==> config.mk <==
export PLATFORM = sky130hd
export DESIGN_NAME = shared_irq_ctrl
export DESIGN_NICKNAME = d
export VERILOG_FILES = /design/src/rtl/shared_irq_pkg.sv /design/src/rtl/irq_pend_flag.sv /design/src/rtl/irq_line_drv.sv /design/src/rtl/shared_irq_ctrl.sv
export SDC_FILE = /design/constraint.sdc
export NUM_CORES = 1
export LEC_CHECK = 0
export ABC_CLOCK_PERIOD_IN_PS = 1000
export BUFFER_PORTS_ARGS = -buffer_cell sky130_fd_sc_hd__buf_2
export CAP_MARGIN = 20
export CORE_AREA = 3 3 40 42
export DETAILED_ROUTE_END_ITERATION = 7
export DIE_AREA = 0 0 43 45
export GPL_TIMING_DRIVEN = 0
export MAX_ROUTING_LAYER = met4
export SLEW_MARGIN = 20
export SYNTH_ARGS = -nofsm -noshare
export SYNTH_HDL_FRONTEND = slang
export SYNTH_HIERARCHICAL = 1
export SYNTH_SLANG_ARGS = --single-unit
export TNS_END_PERCENT = 30
==> constraint.sdc <==
create_clock -name clk -period 1 [get_ports clk]
set_input_delay 0.05 -clock clk [delete_from_list [all_inputs] [get_ports clk]]
set_output_delay 0.05 -clock clk [all_outputs]
set_load 0.05 [all_outputs]
==> src/rtl/shared_irq_pkg.sv <==
package shared_irq_pkg;

    localparam int NUM_SRC = 2;

    typedef enum logic [0:0] {
        SRC_DATA = 1'b0,
        SRC_ATTN = 1'b1
    } irq_src_e;

    typedef struct packed {
        logic set;
        logic clr;
    } flag_evt_t;

    function automatic logic may_raise(input logic present, input logic enable);
        return present & enable;
    endfunction

endpackage

==> src/rtl/irq_pend_flag.sv <==
module irq_pend_flag
    import shared_irq_pkg::*;
(
    input  logic      clk,
    input  logic      rst,
    input  logic      present,
    input  logic      enable,
    input  flag_evt_t evt,
    output logic      flag_q,
    output logic      flag_d
);
    logic set_ok;

    assign set_ok = evt.set & may_raise(present, enable);

    always_comb begin
        flag_d = flag_q;
        if (evt.clr) flag_d = 1'b0;
        if (set_ok)  flag_d = 1'b1;
    end

    always_ff @(posedge clk) begin
        if (rst) flag_q <= 1'b0;
        else     flag_q <= flag_d;
    end

    AST_CLEAR_WORKS: assert property (@(posedge clk) disable iff (rst)
        (evt.clr && !evt.set) |=> !flag_q);

    AST_NO_UNGATED_SET: assert property (@(posedge clk) disable iff (rst)
        (!present || !enable) |=> !$rose(flag_q));

    AST_HOLD_PENDING: assert property (@(posedge clk) disable iff (rst)
        (flag_q && !evt.clr) |=> flag_q);

endmodule

==> src/rtl/irq_line_drv.sv <==
module irq_line_drv
    import shared_irq_pkg::*;
(
    input  logic               clk,
    input  logic               rst,
    input  logic [NUM_SRC-1:0] pend_next,
    output logic               irq_line
);
    always_ff @(posedge clk) begin
        if (rst) irq_line <= 1'b0;
        else     irq_line <= |pend_next;
    end
endmodule

==> src/rtl/shared_irq_ctrl.sv <==
module shared_irq_ctrl
    import shared_irq_pkg::*;
(
    input  logic clk,
    input  logic rst,
    input  logic line_present,
    input  logic irq_enable,
    input  logic data_ready_pulse,
    input  logic attn_set_req,
    input  logic attn_with_irq,
    input  logic attn_clr_req,
    input  logic host_rd_data,
    input  logic host_rd_status,
    output logic irq_line,
    output logic attn_bit
);
    flag_evt_t          evt [NUM_SRC];
    logic [NUM_SRC-1:0] pend_q;
    logic [NUM_SRC-1:0] pend_d;

    // Attention set loses to a simultaneous clear request.
    always_comb begin
        evt[SRC_DATA].set = data_ready_pulse;
        evt[SRC_DATA].clr = host_rd_data;
        evt[SRC_ATTN].set = attn_set_req & attn_with_irq & ~attn_clr_req;
        evt[SRC_ATTN].clr = host_rd_status | attn_clr_req;
    end

    for (genvar s = 0; s < NUM_SRC; s++) begin : g_src
        irq_pend_flag u_flag (
            .clk     (clk),
            .rst     (rst),
            .present (line_present),
            .enable  (irq_enable),
            .evt     (evt[s]),
            .flag_q  (pend_q[s]),
            .flag_d  (pend_d[s])
        );
    end

    irq_line_drv u_line (
        .clk       (clk),
        .rst       (rst),
        .pend_next (pend_d),
        .irq_line  (irq_line)
    );

    always_ff @(posedge clk) begin
        if (rst)               attn_bit <= 1'b0;
        else if (attn_clr_req) attn_bit <= 1'b0;
        else if (attn_set_req) attn_bit <= 1'b1;
    end

    AST_LINE_IS_OR: assert property (@(posedge clk) disable iff (rst)
        irq_line == (|pend_q));

    AST_ATTN_CLEAR: assert property (@(posedge clk) disable iff (rst)
        attn_clr_req |=> (!attn_bit && !pend_q[SRC_ATTN]));

    AST_ATTN_SET: assert property (@(posedge clk) disable iff (rst)
        (attn_set_req && !attn_clr_req) |=> attn_bit);

    AST_STATUS_READ_KEEPS_BIT: assert property (@(posedge clk) disable iff (rst)
        (host_rd_status && !attn_set_req && !attn_clr_req) |=> $stable(attn_bit));

endmodule

== After elaboration in Yosys (flattened, before gate mapping) ==
Index checks and enable logic that the tools add are counted.

* Register bits after elaboration: 4
* Latch bits: 0
* RAM bits: 0
* Memory bits (read-only): 0
* Input port bits: 10
* Output and inout bits: 2
* Memories: 0

* $add $sub $neg: 0
* $mul: 0
* Divide/modulo/power cells: 0
* $lt $le $gt $ge: 0
* Equal/unequal tests: 0
* Shifts and indexed selects: 0
* Muxes and demuxes: 4
* Bitwise logic cells: 7
* Reductions and logical operators: 2

{| class="wikitable"
|+ Operator list
! operator !! count
|-
| 1-bit AND || 5
|-
| 1-bit 2-to-1 mux || 4
|-
| 2-bit OR reduction || 2
|-
| 1-bit NOT || 1
|-
| 1-bit OR || 1
|}

== Depth between registers and ports, before layout ==
* Depth after elaboration: 5
* Gate-level depth with buffers: 5
* Gate-level depth less buffers: 5

== Cells and area by module ==
Netlist, hierarchy kept.

{| class="wikitable"
|+ Modules (own cells, without submodules)
! module !! times used !! cells an instance !! area an instance (um2)
|-
| irq_pend_flag || 2 || 5 || 56.3
|-
| shared_irq_ctrl || 1 || 6 || 42.5
|-
| irq_line_drv || 1 || 2 || 30.0
|}

== Worst setup path before layout ==
OpenSTA, ideal clock, no wires.

* Kind: reg-to-reg
* Start: register, netlist name attn_bit
* End: register attn_bit
* Library setup time: 0.078 ns
* Arrival: 0.812 ns
* Required time: 0.922 ns
* Setup slack: 0.110 ns
* Cell stages (with the launch flop): 3
* Path buffers: 0
* Period minus slack after synthesis: 0.890 ns
* Cell sequence: dfxtp_1 -> nor2_1 -> nor3_1

{| class="wikitable"
|+ RTL lines
! what !! line !! source
|-
| end signal: assignment || shared_irq_ctrl.sv:49 || <nowiki>if (rst) attn_bit <= 1'b0;</nowiki>
|-
| end signal: assignment || shared_irq_ctrl.sv:50 || <nowiki>else if (attn_clr_req) attn_bit <= 1'b0;</nowiki>
|-
| end signal: assignment || shared_irq_ctrl.sv:51 || <nowiki>else if (attn_set_req) attn_bit <= 1'b1;</nowiki>
|-
| end: declaration || shared_irq_ctrl.sv:15 || <nowiki>output logic attn_bit</nowiki>
|}

== Worst setup path in the final report ==
* Start: register attn_bit
* End: output attn_bit

No word-level cell between the ends.

==> flow_metrics.tcl <==
set metrics [dict create \
    fin_skew_ps 3.09 \
    antenna_found_initial 0 \
    p_clk_share_pct 46.9 \
    overflow 0 \
    crit_arrival_ps 810 \
    synth-async-reset-ratio_pct 0 \
    slowest_delay_ps 310 \
    io_buffers 11 \
    first_pass_iters 2 \
    rows 13 \
    yosysUniqueCellTypes 9 \
    postCtsSetupRepairBufs 0 \
    cts_sinks 4 \
    met1_length_um 163 \
    drtAntennaViolNets 0 \
    critPathKind "register to primary output" \
    syn-num-nets 28 \
    ir_drop_v 0.000542 \
    synthTopCellsByArea "dfxtp_1 43%, nand2b_4 15%, nand3_2 11%" \
    cp_data_required_time_ps 950 \
    crit_fanout 2 \
    drv_slew 0 \
    routed_wl_um 376 \
    synth_top_family_by_area "simple AND/OR/NAND/NOR gates" \
    grt_start_max_net_pins 5 \
    die_w_um 43 \
    timing.fmax_mhz 1160 \
    yosysSeqAreaShare_pct 43.2 \
    synth_xor_area_share_pct 0 \
    yosys_register_bits 4 \
    grt_pass1_vias 176 \
    swShare_pct 23.9 \
    avgSynthCellArea_um2 10.3 \
    drive_above_1_share_pct 60.6 \
    yosysTopAreaCellShare_pct 43.2 \
    wire_per_inst_um 7.83 \
    syn_inst 18 \
    setup_tns_ps 0 \
    drcViolationCount 0 \
    fin_crit_ps 860 \
    die_h_um 45 \
    core_um2 1280 \
    top_layer_used "met3" \
    wl_met2_um 150 \
    synth-edff-count 0 \
    cts_tree "yes" \
    fill_cells 142 \
    grt_pass1_wl_um 710 \
    status "completed" \
    initial_core_util_pct 14.4 \
    worst_slew_pin_slew_ps 251 \
    yosys_warnings 6 \
    power.density_nw_per_um2 1490 \
    relSlewSlack_pct 83.4 \
    pre_cts_ws_ps 263 \
    wl_met3_um 62 \
    synth.area.mux_share_pct 0 \
    yosysMostFrequentCell "dfxtp_1" \
    synth_commonest_cells "4 x dfxtp_1, 3 x nand2_1" \
    dieArea_um2 1940 \
    synthAdderAreaFrac_pct 0 \
    cp-end-kind "primary output" \
    routabilityCongestion 0.625 \
    htreeDepth 1 \
    internal_power_mw 0.330 \
    fin_nets 45 \
    utilization_pct 22.7 \
    min_path_type "input pin to register" \
    cpMaxStageDelayCell "dfxtp_1" \
    synthFlopType "dfxtp_1" \
    first_iter_violations 3 \
    pin_count 12 \
    maxCapViolations 0 \
    power.switching_mw 0.104 \
    synth_area_um2 185 \
    clk_pin_slew_worst_paths_ps 40 \
    via_count 173 \
    antennaDiodeCount 0 \
    seqPwrFrac_pct 39.0 \
    cp_top_family "flip-flops" \
    worst-path-buf-inv 1 \
    leakagePower_nw 0.152 \
    clk_latency_ps 240 \
    via_per_inst 3.60 \
    finalSetupViolCount 0 \
    hold_viol_final 0 \
    syn_to_final_growth_pct 57.4 \
    cts.path.max_buffers 2 \
    root_buffer "clkbuf_4" \
    start_kind "register" \
    cts_buffers 3 \
    rsz0062_at_grt "false" \
    grt_use_total_pct 6.09 \
    worstPathCellList "buf_2" \
    combPwrFrac_pct 14.1 \
    synth_compound_gate_area_share_pct 14.9 \
    synth_area_leader_cell "dfxtp_1" \
    fin_crit_sh_pct 86.0 \
    synthSimpleGateAreaFrac_pct 41.9 \
    fin_ws_ps 140 \
]
==> what timing repair did <==
item                       CTS  global route
setup endpoints to repair    0             0
hold endpoints to repair     1             0
hold buffers                 1             0
gates resized for setup      0             0
==> layout make-up <==
type,count,area [um^2],share of cell area [%]
multi-input cells,14,105,36.1
flip-flops and latches,4,80.1,27.5
repair buffers,12,65.1,22.3
clock buffers,3,22.5,7.73
well taps,15,18.8,6.44
==> registers in the layout, indices dropped and copies added, names as in the netlist <==
name / cells
attn_bit: 1
g_src.u_flag/flag_q: 2
u_line/irq_line: 1
==> routing by layer <==
layer / global-route usage, % / up-vias
li1: - / 90
met4: 3.61 / 0
met5: - / -
met3: 7.17 / 0
met2: 6.59 / 10
met1: 6.02 / 73
==> worst paths after layout <==
path	end	cells after the start	start	slack, ps
max reg2reg	u_line/irq_line$_SDFF_PP0_	3	g_src[1].u_flag/flag_q$_SDFF_PP0_	290
min	g_src[1].u_flag/flag_q$_SDFF_PP0_	2	rst	10
min reg2reg	g_src[1].u_flag/flag_q$_SDFF_PP0_	2	g_src[1].u_flag/flag_q$_SDFF_PP0_	470
max	attn_bit	1	attn_bit$_SDFFE_PP0P_	140
==> metrics by stage <==
| step | total power [mW] | hold WS (ps) | instance area, um^2 | std cells |
|---|---|---|---|---|
| CTS | 0.447 | 8.91 | 292 | 48 |
| finish | 0.434 | 14.8 | 292 | 48 |
| global placement | 0.231 | 249 | 259 | 44 |
| floorplan | 0.202 | 112 | 185 | 18 |
| global route | 0.468 | 19.8 | 292 | 48 |
| detailed placement | 0.231 | 252 | 259 | 44 |
==> power groups by stage <==
stage	registers, mW	logic (mW)	clock network (mW)
6_report	0.169	0.0613	0.204
5_1_grt	0.169	0.0680	0.230
4_1_cts	0.169	0.0622	0.215
3_5_place_dp	0.172	0.0590	0
3_3_place_gp	0.172	0.0590	0
2_1_floorplan	0.185	0.0174	0
==> cell usage in the layout (no fill, tap or decap), drive strengths merged <==
cell and count:
nand2b 2, nand2 3, nor3 1, o21ba 1, clkbuf 3, dfxtp 4
nand3 2, a21oi 2, or2 1, buf 11, nor2 2, dlygate4sd3 1
==> worst register-to-register path: cells and delay by family, from the launching register on <==
kind,cells,cell delay (ps)
compound gates,1,170
flops,1,310
simple gates,2,110
==> kinds of logic (layout without fill, tap and decap cells) <==
kind of cell	count (synthesis)	count (layout)
flip-flops	4	4
AO/OA/AOI/OAI	3	3
AND/OR/NAND/NOR	11	11
buffers and inverters	0	15
(Power assumes the default switching activity.)
